[config.mk]
export PLATFORM = sky130hd
export DESIGN_NAME = burst_col_seq
export DESIGN_NICKNAME = d
export VERILOG_FILES = /design/src/rtl/burst_seq_pkg.sv /design/src/rtl/burst_ctrl.sv /design/src/rtl/burst_addr_gen.sv /design/src/rtl/burst_col_seq.sv
export SDC_FILE = /design/constraint.sdc
export NUM_CORES = 1
export LEC_CHECK = 0
export BUFFER_PORTS_ARGS = -buffer_cell sky130_fd_sc_hd__buf_4
export CORE_ASPECT_RATIO = 0.8
export CORE_UTILIZATION = 30
export CTS_CLUSTER_DIAMETER = 50
export DETAILED_ROUTE_END_ITERATION = 6
export MAX_ROUTING_LAYER = met4
export PLACE_DENSITY = 0.51
export SLEW_MARGIN = 25
export SYNTH_ARGS = -nofsm -noshare
export SYNTH_HDL_FRONTEND = slang
export SYNTH_HIERARCHICAL = 1
export SYNTH_SLANG_ARGS = --single-unit
[constraint.sdc]
create_clock -name clk -period 2 [get_ports clk]
set_input_delay 0 -clock clk [delete_from_list [all_inputs] [get_ports clk]]
set_output_delay 0 -clock clk [all_outputs]
set_load 0.005 [all_outputs]
[src/rtl/burst_seq_pkg.sv]
package burst_seq_pkg;

    // Widest burst is 2**MAX_LG beats
    localparam int MAX_LG = 3;
    localparam int BEAT_W = MAX_LG;
    localparam int LG_W   = 2;

    typedef enum logic [2:0] {
        BL_RSV  = 3'b000,
        BL_TWO  = 3'b001,
        BL_FOUR = 3'b010,
        BL_EIGHT = 3'b011
    } blen_e;

    typedef enum logic {
        ORD_SEQ   = 1'b0,
        ORD_INTLV = 1'b1
    } order_e;

    typedef struct packed {
        logic            legal;
        logic [LG_W-1:0] lg;
    } blen_dec_t;

    typedef struct packed {
        logic              active;
        logic [BEAT_W-1:0] beat;
        logic [BEAT_W-1:0] mask;
        order_e            order;
    } burst_ctx_t;

    function automatic blen_dec_t decode_blen(input logic [2:0] code);
        blen_dec_t d;
        d.legal = 1'b1;
        case (code)
            BL_TWO:   d.lg = 2'd1;
            BL_FOUR:  d.lg = 2'd2;
            BL_EIGHT: d.lg = 2'd3;
            default: begin
                d.legal = 1'b0;
                d.lg    = 2'd0;
            end
        endcase
        return d;
    endfunction

    function automatic logic [BEAT_W-1:0] lg_to_mask(input logic [LG_W-1:0] lg);
        logic [BEAT_W-1:0] m;
        for (int i = 0; i < BEAT_W; i++) begin
            m[i] = (i < int'(lg));
        end
        return m;
    endfunction

endpackage

[src/rtl/burst_ctrl.sv]
module burst_ctrl
    import burst_seq_pkg::*;
#(
    parameter int COL_W = 10
) (
    input  logic              clk,
    input  logic              rst,
    input  logic              start_i,
    input  logic [COL_W-1:0]  col_i,
    input  logic [2:0]        blen_i,
    input  logic              order_i,
    output logic              active_o,
    output logic [BEAT_W-1:0] beat_o,
    output logic [BEAT_W-1:0] mask_o,
    output order_e            order_o,
    output logic [COL_W-1:0]  base_o,
    output logic              last_o
);

    burst_ctx_t       ctx_q;
    logic [COL_W-1:0] base_q;
    blen_dec_t        dec;
    logic             accept;
    logic             final_beat;

    assign dec        = decode_blen(blen_i);
    assign accept     = start_i && !ctx_q.active && dec.legal;
    assign final_beat = ctx_q.active && (ctx_q.beat == ctx_q.mask);

    always_ff @(posedge clk) begin
        if (rst) begin
            ctx_q.active <= 1'b0;
            ctx_q.beat   <= '0;
            ctx_q.mask   <= '0;
            ctx_q.order  <= ORD_SEQ;
            base_q       <= '0;
        end else if (accept) begin
            ctx_q.active <= 1'b1;
            ctx_q.beat   <= '0;
            ctx_q.mask   <= lg_to_mask(dec.lg);
            ctx_q.order  <= order_e'(order_i);
            base_q       <= col_i;
        end else if (ctx_q.active) begin
            if (final_beat) begin
                ctx_q.active <= 1'b0;
                ctx_q.beat   <= '0;
            end else begin
                ctx_q.beat <= ctx_q.beat + 1'b1;
            end
        end
    end

    assign active_o = ctx_q.active;
    assign beat_o   = ctx_q.beat;
    assign mask_o   = ctx_q.mask;
    assign order_o  = ctx_q.order;
    assign base_o   = base_q;
    assign last_o   = final_beat;

endmodule

[src/rtl/burst_addr_gen.sv]
module burst_addr_gen
    import burst_seq_pkg::*;
#(
    parameter int COL_W = 10
) (
    input  logic [COL_W-1:0]  base_i,
    input  logic [BEAT_W-1:0] beat_i,
    input  logic [BEAT_W-1:0] mask_i,
    input  order_e            order_i,
    output logic [COL_W-1:0]  col_o
);

    logic [BEAT_W-1:0] start_off;
    logic [BEAT_W-1:0] seq_off;
    logic [BEAT_W-1:0] xor_off;
    logic [BEAT_W-1:0] sel_off;

    assign start_off = base_i[BEAT_W-1:0];
    // Carries out of the group are dropped by the per-bit mask below
    assign seq_off   = start_off + beat_i;
    assign xor_off   = start_off ^ beat_i;
    assign sel_off   = (order_i == ORD_INTLV) ? xor_off : seq_off;

    for (genvar g = 0; g < BEAT_W; g++) begin : g_low
        assign col_o[g] = mask_i[g] ? sel_off[g] : base_i[g];
    end

    assign col_o[COL_W-1:BEAT_W] = base_i[COL_W-1:BEAT_W];

endmodule

[src/rtl/burst_col_seq.sv]
module burst_col_seq
    import burst_seq_pkg::*;
#(
    parameter int COL_W = 10
) (
    input  logic             clk,
    input  logic             rst,
    input  logic             start_i,
    input  logic [COL_W-1:0] col_i,
    input  logic [2:0]       blen_i,
    input  logic             order_i,
    output logic             busy_o,
    output logic             valid_o,
    output logic [COL_W-1:0] col_o,
    output logic             last_o
);

    logic              active;
    logic [BEAT_W-1:0] beat;
    logic [BEAT_W-1:0] mask;
    order_e            order;
    logic [COL_W-1:0]  base;
    logic              final_beat;

    burst_ctrl #(.COL_W(COL_W)) u_ctrl (
        .clk      (clk),
        .rst      (rst),
        .start_i  (start_i),
        .col_i    (col_i),
        .blen_i   (blen_i),
        .order_i  (order_i),
        .active_o (active),
        .beat_o   (beat),
        .mask_o   (mask),
        .order_o  (order),
        .base_o   (base),
        .last_o   (final_beat)
    );

    burst_addr_gen #(.COL_W(COL_W)) u_addr (
        .base_i  (base),
        .beat_i  (beat),
        .mask_i  (mask),
        .order_i (order),
        .col_o   (col_o)
    );

    assign busy_o  = active;
    assign valid_o = active;
    assign last_o  = final_beat;

endmodule

Yosys cells after proc, flatten, opt, wreduce, memory -nomap -nowiden
Index checks and enable logic that the tools add are counted.

ROM bits: 0. Memories kept: 0. Output and inout bits: 13. Input port bits: 17. Latch bits: 0. RAM bits: 0. Register bits: 18.

Mux-type cells: 10. Reductions and logical operators: 6. Add/subtract/negate cells: 2. Bitwise gates (word level): 1. Equal/unequal tests: 4. Shifts and indexed selects: 0. Multipliers: 0. Div/mod/pow operators: 0. $lt $le $gt $ge: 3.

Operators by type and width (count): 2-to-1 mux 4 bit (2); == test 3 x 2 -> 1 bit, second input constant (2); 2-to-1 mux 3 bit (2); case mux 2 bit (3 select lines) (1); 2-to-1 mux 1 bit (5); less-than comparator 1 x 2 -> 1 bit, first input constant (2); adder 3 x 1 -> 3 bit, second input constant (1); adder 3 bit (1); == test 3 x 1 -> 1 bit, second input constant (1); == test 3 bit (1); logical AND 1 bit (3); OR reduction 3 bit (1); XOR 3 bit (1); less-than comparator 2 bit, first input constant (1); OR reduction 2 bit (1); logical NOT 1 bit (1).

Depth between registers and ports, before layout
Depth after elaboration: 5. Gate-level depth with buffers: 6.

By module
Netlist, hierarchy kept.

By module, submodules not included: burst_ctrl (sequential area each 360.3 µm², instances 1, area each 789.5 µm², cells an instance 90); burst_addr_gen (sequential area each 0.0 µm², instances 1, area each 165.2 µm², cells an instance 21); burst_col_seq (sequential area each 0.0 µm², instances 1, area each 7.5 µm², cells an instance 1).

Least setup slack after synthesis
OpenSTA, ideal clock, no wires.

Path type: reg2out. Start: register u_ctrl/beat_o[0] (netlist name). End: output port col_o[2]. Data arrival time: 1.377 ns. Required time: 2.000 ns. Setup slack: 0.623 ns. Stages on the path, launching flop included: 7. Path through: dfxtp_1 > ha_1 > inv_1 > fa_1 > o21a_1 > o21ai_1 > xnor2_1.

Longest elaborated chain between the ends: 3.

RTL lines: adder 3 bit (RTL line burst_addr_gen.sv:20) `assign seq_off = start_off + beat_i;`; 2-to-1 mux 3 bit (RTL line burst_addr_gen.sv:22) `assign sel_off = (order_i == ORD_INTLV) ? xor_off : seq_off;`; 2-to-1 mux 1 bit (RTL line burst_addr_gen.sv:25) `assign col_o[g] = mask_i[g] ? sel_off[g] : base_i[g];`; end: declaration (RTL line burst_col_seq.sv:14) `output logic [COL_W-1:0] col_o,`.

Every way passes these cells.

Final worst setup path
Start: register u_ctrl/beat_o[0] (netlist name). End: output port col_o[2].

Longest elaborated chain between the ends: 3.

RTL lines (RTL line): adder 3 bit (burst_addr_gen.sv:20); 2-to-1 mux 3 bit (burst_addr_gen.sv:22); 2-to-1 mux 1 bit (burst_addr_gen.sv:25).

Every way passes these cells.

==> impl_summary.log <==
[metrics] count of clock tree sinks: 18
[metrics] routability congestion estimate: roughly 0.76
[metrics] final setup skew: 0.000777 ns
[metrics] clock-pin slew on the worst setup and hold paths: 0.07 ns
[metrics] core box area: 2890 um2
[metrics] Hold Path Origin: col_i[5]
[metrics] crit share post-route: 91.2%
[metrics] startpoint type of the worst setup path: flip-flop
[metrics] RSZ-0062 raised after global routing: false
[metrics] number of rows in the core area: 17
[metrics] remaining max-slew budget at the tightest pin: 67.4%
[metrics] number of setup buffers added after CTS: 0
[metrics] number of primary I/O pins: 30
[metrics] start-to-end type of the worst setup path: reg -> out
[metrics] Tot Pwr: 0.804 mW
[metrics] shortest period the worst path allows: 1.82 ns
[metrics] final antenna diode count: 0
[metrics] most common cell after layout, fill and taps aside: sky130_fd_sc_hd__buf_4
[metrics] highest fanout seen on the critical path: 5
[metrics] data required time at the worst endpoint: 2.00 ns
[metrics] highest-count cells in the layout ignoring fill and taps: sky130_fd_sc_hd__buf_4, sky130_fd_sc_hd__dfxtp_1, sky130_fd_sc_hd__a21oi_1
[metrics] die span in x: 65.3 um
[metrics] clock tree from TritonCTS: built
[metrics] Buffers on Ports: 29
[metrics] number of endpoints failing setup at the final stage: 0
[metrics] kind of capture point of the worst setup path: primary output
[metrics] net count after synthesis: 133
[metrics] portion of netlist area occupied by mux cells: 2.21%
[metrics] H-tree depth: 1
[metrics] number of iterations in the first detailed-routing pass: 4
[metrics] first-pass GRT wire length: 3.62 mm
[metrics] net total in the final layout: 158
[metrics] antenna violations before repair: 0
[metrics] drt wl/cell: 12.8 um
[metrics] overflow left after global routing: 0
[metrics] arrival time at the worst endpoint: around 1.8 ns
[metrics] transition time at the pin with the least slew margin: ~0.49 ns
[metrics] pin count of the biggest net entering global routing: 21
[metrics] Pwr per Cell Area: 650 nW/um2
[metrics] beginning of the worst register-to-register path: u_ctrl/active_o
[metrics] HPWL after DPL: 1.54 mm
[metrics] antenna viol nets, final: 0
[metrics] layout overhead on the synthesized area: 28.5%
[metrics] clock tree root driver cell: sky130_fd_sc_hd__clkbuf_8
[metrics] fraction of layout cells with a size suffix above 1: 31.6%
[metrics] DRC violation count after routing: 0
[metrics] synthesized area divided by synthesized cell count: around 8.6 um2
[metrics] simple-gate share of the synthesized area: 18.3%
[metrics] Netlist Area Pre-Place: about 960 um2
[metrics] sequential cell area fraction in the yosys report: a little under two fifths
[metrics] maximum clock frequency: 548 MHz
[metrics] number of buffers on the longest clock path: 2
[metrics] accumulated negative setup slack: 0 ns
[metrics] count of pins over their slew limit: 0
[metrics] Hold Violations, Final: 0
[metrics] effective utilization at floorplan: between 30% and 40%
[metrics] First DRT Iteration DRCs: 26
[metrics] worst ir drop on vdd: about 430 uV
[metrics] Leakage Power: 0.507 nW
[metrics] Clk Latency, worst-skew pair: 0.25 ns
[metrics] Min-Delay Path Class: in -> reg
[metrics] Die Outline Area: 3440 um2
[metrics] first element of the critical path: u_ctrl/beat_o[0]
[metrics] vertical die dimension: 52.7 um
[metrics] detailed-route via count: 838
[metrics] Routed Wire Length: ~2.2 mm
[metrics] via count of the first global-routing pass: 780
[metrics] main combinational cell family by area after synthesis: compound AO/OA/AOI/OAI gates
[metrics] Syn Inst Count: 112
[metrics] xor/xnor share of the synthesized area: 5.46%
[metrics] count of different cell masters after synthesis: 31
[metrics] number of synthesis warnings: 6
[metrics] clock buffers created by TritonCTS: 3
[metrics] adder-cell share of the synthesized area: roughly 6%
[metrics] Max Cap Violations: 0
[metrics] run status: finished clean
[metrics] all-layer global routing usage: roughly 15%
[metrics] Seq cells post-synth: 18
[metrics] detailed-route vias per instance: 4.82
[metrics] complex-gate fraction of the synthesized area: 19.1%
## power breakdown
part	switching, mW	internal (mW)	leakage [nW]	total [mW]
combinational	0.0566	0.0649	0.332	0.122
sequential	0.0129	0.373	0.146	0.386
clock	0.121	0.175	0.0288	0.296
## flip-flops by register name, summed over array words and instances (netlist names)
| name | cells |
|---|---|
| u_ctrl/beat_o | 3 |
| u_ctrl/active_o | 1 |
| u_ctrl/order_o | 1 |
| u_ctrl/mask_o | 3 |
| u_ctrl/base_o | 10 |
## path summary, 6_finish.rpt
path                       to  slack [ns]  cells past startpoint
max reg2reg  u_ctrl/beat_o[0]        0.57                      3
max                  col_o[2]        0.18                      7
min          u_ctrl/base_o[5]       0.006                      3
min reg2reg  u_ctrl/base_o[7]        0.48                      2
## worst max-delay path, stage by stage (launching register included)
cell and delay, ns:
sky130_fd_sc_hd__dfxtp_1 0.40, sky130_fd_sc_hd__ha_1 0.17, sky130_fd_sc_hd__inv_1 0.04, sky130_fd_sc_hd__fa_1 0.37, sky130_fd_sc_hd__o21a_1 0.18, sky130_fd_sc_hd__o21ai_1 0.15
sky130_fd_sc_hd__xnor2_1 0.14, sky130_fd_sc_hd__buf_4 0.13
## Yosys cell counts
master,instances,area share (%)
sky130_fd_sc_hd__dfxtp_1,18,37
sky130_fd_sc_hd__o22ai_1,1,0.65
sky130_fd_sc_hd__nor4_1,1,0.65
sky130_fd_sc_hd__o21ai_0,10,5.2
sky130_fd_sc_hd__nand2_1,2,0.78
sky130_fd_sc_hd__or3b_4,1,1.2
sky130_fd_sc_hd__ha_1,3,3.9
sky130_fd_sc_hd__nor2_1,4,1.6
sky130_fd_sc_hd__or2_2,1,0.65
sky130_fd_sc_hd__and2_1,1,0.65
sky130_fd_sc_hd__buf_2,1,0.52
sky130_fd_sc_hd__or3b_2,3,2.7
sky130_fd_sc_hd__buf_4,8,6.2
sky130_fd_sc_hd__a21oi_1,15,7.8
sky130_fd_sc_hd__mux2i_1,1,1.0
sky130_fd_sc_hd__fa_1,1,2.1
sky130_fd_sc_hd__nand3_1,12,6.2
sky130_fd_sc_hd__inv_1,5,2.0
sky130_fd_sc_hd__xor2_1,4,3.6
sky130_fd_sc_hd__nor3_1,2,1.0
sky130_fd_sc_hd__nand2b_1,1,0.65
sky130_fd_sc_hd__o32ai_1,1,0.91
sky130_fd_sc_hd__o21a_1,1,0.78
sky130_fd_sc_hd__mux2_2,1,1.2
sky130_fd_sc_hd__o32ai_2,1,1.7
sky130_fd_sc_hd__o21ai_1,4,2.1
sky130_fd_sc_hd__buf_6,1,1.2
sky130_fd_sc_hd__clkbuf_1,4,1.6
sky130_fd_sc_hd__xnor2_1,2,1.8
sky130_fd_sc_hd__nor4b_1,1,0.91
sky130_fd_sc_hd__nor3b_2,1,1.3
## cell type report
class | instances | area [um2]
timing repair buffer | 34 | 263
multi-input combinational | 75 | 492
tap | 38 | 47.5
clock buffer | 4 | 55.1
sequential | 18 | 360
fill | 322 | 1660
inverter | 5 | 18.8
## per-layer routing
layer / part of all wire [%] / up-vias / global-route usage, %
met5: 0 / - / -
li1: - / 430 / -
met3: 6.1 / 0 / 5.00
met1: 49 / 386 / 17.8
met2: 45 / 22 / 23.0
met4: 0 / 0 / 3.26
## per-stage QoR
stage	instance area, um2	setup WS [ns]	util, %	instances	hold slack [ns]
floorplan	962	0.623	-	112	0.136
global placement	1150	0.448	39.8	167	0.266
detailed placement	1150	0.449	39.8	167	0.272
CTS	1240	0.154	42.7	174	0.00169
global route	1240	0.0572	42.7	174	0.0110
finish	1240	0.176	42.7	174	0.00610
## what timing repair did
| item | 4_1_cts | 5_1_grt |
|---|---|---|
| hold buffers | 3 | 0 |
| resized for setup | 0 | 0 |
| setup endpoints to repair | 0 | 0 |
| endpoints found under the hold margin | 3 | 0 |
## kinds of logic (layout without fill, tap and decap cells)
| family | Yosys count | in the layout |
|---|---|---|
| fa+ha+maj | 4 | 4 |
| buf+inv | 19 | 43 |
| mux | 2 | 2 |
| flops | 18 | 18 |
| xor+xnor | 6 | 6 |
| compound gates | 33 | 33 |
| simple gates | 30 | 30 |
Note: power is estimated with default switching activity, not from simulation.
